--- config.mk ---
export PLATFORM = sky130hd
export DESIGN_NAME = rx_fpulse_gen
export DESIGN_NICKNAME = d
export VERILOG_FILES = /design/src/rtl/rx_fpulse_gen.sv
export SDC_FILE = /design/constraint.sdc
export NUM_CORES = 1
export LEC_CHECK = 0
export BUFFER_PORTS_ARGS = -buffer_cell sky130_fd_sc_hd__buf_2
export CAP_MARGIN = 20
export CORE_MARGIN = 2
export CORE_UTILIZATION = 50
export CTS_BUF_LIST = sky130_fd_sc_hd__clkbuf_8
export DETAILED_ROUTE_END_ITERATION = 16
export PLACE_DENSITY = 0.87
export SLEW_MARGIN = 20
export SYNTH_ARGS = -nofsm -noshare
export SYNTH_HDL_FRONTEND = slang
export SYNTH_SLANG_ARGS = --single-unit
--- constraint.sdc ---
create_clock -name clk -period 3.9 [get_ports clk]
set_input_delay 0.39 -clock clk [delete_from_list [all_inputs] [get_ports clk]]
set_output_delay 0.39 -clock clk [all_outputs]
set_load 0.02 [all_outputs]
--- src/rtl/rx_fpulse_gen.sv ---
module rx_fpulse_gen #(
  parameter int T1_BITS = 193,
  parameter int E1_BITS = 256,
  parameter int T1_MF   = 24,
  parameter int E1_MF   = 16,
  parameter int TS_BITS = 8
) (
  input  logic                               clk,
  input  logic                               rst_n,
  input  logic                               clk_en,
  input  logic                               e1_mode,
  input  logic [2:0]                         pos_sel,
  input  logic                               pol_inv,
  input  logic                               mf_align,
  input  logic                               sig_align,
  output logic                               fpulse,
  output logic [$clog2(E1_BITS)-1:0]         bit_pos,
  output logic [$clog2(E1_BITS/TS_BITS)-1:0] ts_num,
  output logic [$clog2(T1_MF)-1:0]           frm_num,
  output logic [$clog2(E1_MF)-1:0]           sig_num
);
  localparam int BW = $clog2(E1_BITS);
  localparam int TW = $clog2(E1_BITS/TS_BITS);
  localparam int FW = $clog2(T1_MF);
  localparam int SW = $clog2(E1_MF);
  localparam int E1_SLOTS = E1_BITS / TS_BITS;

  logic [BW-1:0] bit_q;
  logic [FW-1:0] frm_q;
  logic [SW-1:0] sig_q;
  logic          mf_pend, sig_pend;

  logic wrap, frm_last, sig_last, mf_hit, sig_hit, first_bit, act, t1_act, e1_act;
  logic [TW-1:0] t1_ts, e1_ts;

  assign wrap     = e1_mode ? (bit_q >= BW'(E1_BITS-1)) : (bit_q >= BW'(T1_BITS-1));
  assign frm_last = e1_mode ? (frm_q >= FW'(E1_MF-1))   : (frm_q >= FW'(T1_MF-1));
  assign sig_last = (sig_q == SW'(E1_MF-1));
  assign mf_hit   = mf_align | mf_pend;
  assign sig_hit  = sig_align | sig_pend;

  always_ff @(posedge clk or negedge rst_n) begin
    if (!rst_n) begin
      bit_q    <= '0;
      frm_q    <= '0;
      sig_q    <= '0;
      mf_pend  <= 1'b0;
      sig_pend <= 1'b0;
    end else if (clk_en) begin
      if (wrap) begin
        bit_q    <= '0;
        frm_q    <= (mf_hit || frm_last) ? '0 : frm_q + FW'(1);
        sig_q    <= (!e1_mode || sig_hit || sig_last) ? '0 : sig_q + SW'(1);
        mf_pend  <= 1'b0;
        sig_pend <= 1'b0;
      end else begin
        bit_q    <= bit_q + BW'(1);
        mf_pend  <= mf_hit;
        sig_pend <= e1_mode & sig_hit;
        if (!e1_mode) sig_q <= '0;
      end
    end
  end

  assign e1_ts = TW'(bit_q / TS_BITS);
  assign t1_ts = (bit_q == '0) ? '0 : TW'((bit_q - BW'(1)) / TS_BITS);
  assign first_bit = (bit_q == '0);

  always_comb begin
    case (pos_sel)
      3'd0:    t1_act = first_bit;
      3'd1:    t1_act = first_bit & ~frm_q[0];
      3'd2:    t1_act = first_bit & ((frm_q == '0) || (frm_q == FW'(T1_MF/2)));
      3'd3,
      3'd4:    t1_act = first_bit & (frm_q == '0);
      default: t1_act = 1'b0;
    endcase
  end

  always_comb begin
    case (pos_sel)
      3'd0:    e1_act = first_bit;
      3'd1:    e1_act = first_bit & (frm_q == '0);
      3'd2:    e1_act = first_bit & (sig_q == '0);
      3'd3:    e1_act = first_bit & ((frm_q == '0) || (sig_q == '0));
      3'd4:    e1_act = (e1_ts == TW'(1)) || (e1_ts == TW'(E1_SLOTS/2));
      default: e1_act = 1'b0;
    endcase
  end

  assign act     = e1_mode ? e1_act : t1_act;
  assign fpulse  = act ^ pol_inv;
  assign bit_pos = bit_q;
  assign ts_num  = e1_mode ? e1_ts : t1_ts;
  assign frm_num = frm_q;
  assign sig_num = sig_q;
endmodule


==> metrics <==
initial core utilization 52.3%; Top Ports 33; Setup TNS 0 ps; Post-Place Cells 223; first-pass GRT wire length 5500 um; dpl ws 1490 ps; element type at the critical path start flop; Final Non-Filler Cells 227; Worst Hold Class in -> async; Power Density 409 mW/mm2; commonest non-fill, non-tap cell in the layout buf_2; mapped cell area 0.00143 mm2; Netlist cell types 46; initial antenna violation count 0; CP max FO 8; Core Area 0.00273 mm2; fin worst setup slack 1220 ps; Worst EP required 3510 ps; Crit Path Category reg -> out; port bufs 32; via count 1391; fin nets 214; slew of the pin with the lowest slew margin 681 ps; GR Util All Layers 21.2%; Slew headroom 54.2%; Max Slew Vio Count 0; Area growth, synth to finish 13.0%; largest net degree at the start of global routing 20; mean post-synth cell area 8.36 um2; Fillers 238; Final min period 2680 ps; worst skew pair latency 260 ps; final period utilization 68.7%; DR vias/cell 6.13; DRC 0; DRT Pass-1 Iters 4; routed len/inst 14.2 um; routability cong. 0.808; Fin Clk Skew 6.01 ps; Util after Layout 59.0%; post-CTS sizing 0; setup violators final 0; max-cap violations 0; H-Tree Depth 1; total grt overflow 0; Chip Width 57.5 um; Post-synth EDFFs 0; crit path capture type primary output; Hold-fix buffers, CTS 0; Post-synth ARST share 100%; FF-to-FF setup slack 1780 ps; net count after synthesis 188; Yosys reg bits 19; Seq/Total Area, Yosys 33.3%; clock sinks 19; CTS tree built; Worst-path clk slew 70 ps; layout cells sized above 1 20.4%; Worst VDD drop 0.000365 V; crit path DAT 2290 ps; Die ar. 0.00330 mm2; post-CTS setup buffer count 0; drt first-iter violations 98; CTS max path bufs 2; RSZ-0062 raised after global routing no; Max Clk Rate 373 MHz; ANT nets after route 0; highest-count cells in the layout ignoring fill and taps 32 x buf_2, 19 x dfrtp_1, 15 x inv_1; final WL 3220 um; FP Rows 19; Synth Flop Type dfrtp_1; yosys warns 0; vias in the first global route 1230; Syn Inst Count 171; status complete, no violations; die height 57.5 um; Inserted Diodes 0; Final Hold Vio Count 0; TritonCTS Buffers 3; Post-DP HPWL 2280 um; leakage power 0.744 nW; clock root cell clkbuf_8
==> worst paths after layout <==
| path | from | endpoint | cells after the start |
|---|---|---|---|
| max in group asynchronous | rst_n | frm_num[4] | 1 |
| worst min register to register | mf_pend | mf_pend | 2 |
| worst max register to register | bit_pos[1] | frm_num[2] | 6 |
| min in group clk | mf_align | mf_pend | 3 |
| worst min-delay path | rst_n | bit_pos[7] | 1 |
| worst max-delay path | frm_num[0] | fpulse | 8 |
==> synth_stat cells (all sizes together), types with 2 or more instances <==
library cell / number / area (um2)
nor2b: 2 / 12.5
and3: 3 / 20.0
buf: 5 / 36.3
nand2b: 2 / 12.5
nand3: 8 / 40.0
nor2: 14 / 52.6
mux2i: 4 / 40.0
o221ai: 2 / 17.5
a21oi: 5 / 25.0
o22ai: 4 / 25.0
nor3: 8 / 40.0
a21o: 3 / 23.8
nor4b: 4 / 50.1
xor2: 2 / 17.5
ha: 7 / 87.6
clkbuf: 6 / 22.5
o21ai: 14 / 70.1
inv: 14 / 52.6
xnor2: 4 / 35.0
nor4: 4 / 25.0
and4: 2 / 18.8
dfrtp: 19 / 475
nand2: 11 / 41.3
nor3b: 3 / 22.5
nand4: 4 / 25.0
o211ai: 2 / 15.0
or3: 2 / 12.5
==> power by group <==
| group | internal, mW | total [mW] | switching [mW] |
|---|---|---|---|
| Combinational | 0.0902 | 0.229 | 0.138 |
| Sequential | 0.224 | 0.294 | 0.0706 |
| Clock | 0.0703 | 0.138 | 0.0675 |
==> per-stage QoR <==
stage | power [mW] | hold WS, ps | instance area (um2)
2_1_floorplan | 0.448 | 94.4 | 1430
3_3_place_gp | 0.519 | 355 | 1570
3_5_place_dp | 0.525 | 354 | 1570
4_1_cts | 0.663 | 67.5 | 1610
5_1_grt | 0.702 | 88.7 | 1610
6_report | 0.661 | 55.7 | 1610
==> logic make-up (layout without fill, tap and decap cells) <==
| family | count (synthesis) | count (layout) | share of synthesized area, % |
|---|---|---|---|
| flip-flops | 19 | 19 | 33.3 |
| buffers and inverters | 25 | 50 | 7.79 |
| XOR/XNOR | 6 | 6 | 3.68 |
| AO/OA/AOI/OAI | 37 | 37 | 16.5 |
| AND/OR/NAND/NOR | 72 | 72 | 29.1 |
| adder cells (fa/ha/maj) | 7 | 7 | 6.13 |
| multiplexers | 5 | 5 | 3.59 |
==> critical path, cell delays in order (launching register included) <==
cell	delay [ps]
dfrtp_1	460
inv_1	110
ha_1	160
nor4b_4	210
or4b_1	460
a32oi_1	200
o211ai_1	110
xnor2_1	140
buf_2	170
==> registers in the layout, summed over array words and instances (netlist names) <==
signal,count
bit_pos,8
sig_pend,1
mf_pend,1
sig_num,4
frm_num,5
==> per-layer routing <==
metal,share of wire [%],track usage (%)
met1,44,30.6
met2,45,29.5
met3,8.8,3.63
met4,2.3,12.3
met5,0,0
==> area by class of cell <==
type	instances	area [um2]	area share (%)
multi-input cells	127	842	52.2
repair buffers	32	160	9.92
flip-flops and latches	19	475	29.5
inverters	14	52.6	3.26
clock buffers	3	41.3	2.56
clock inverters	1	3.75	0.233
well taps	31	38.8	2.40
(Power assumes the default switching activity.)
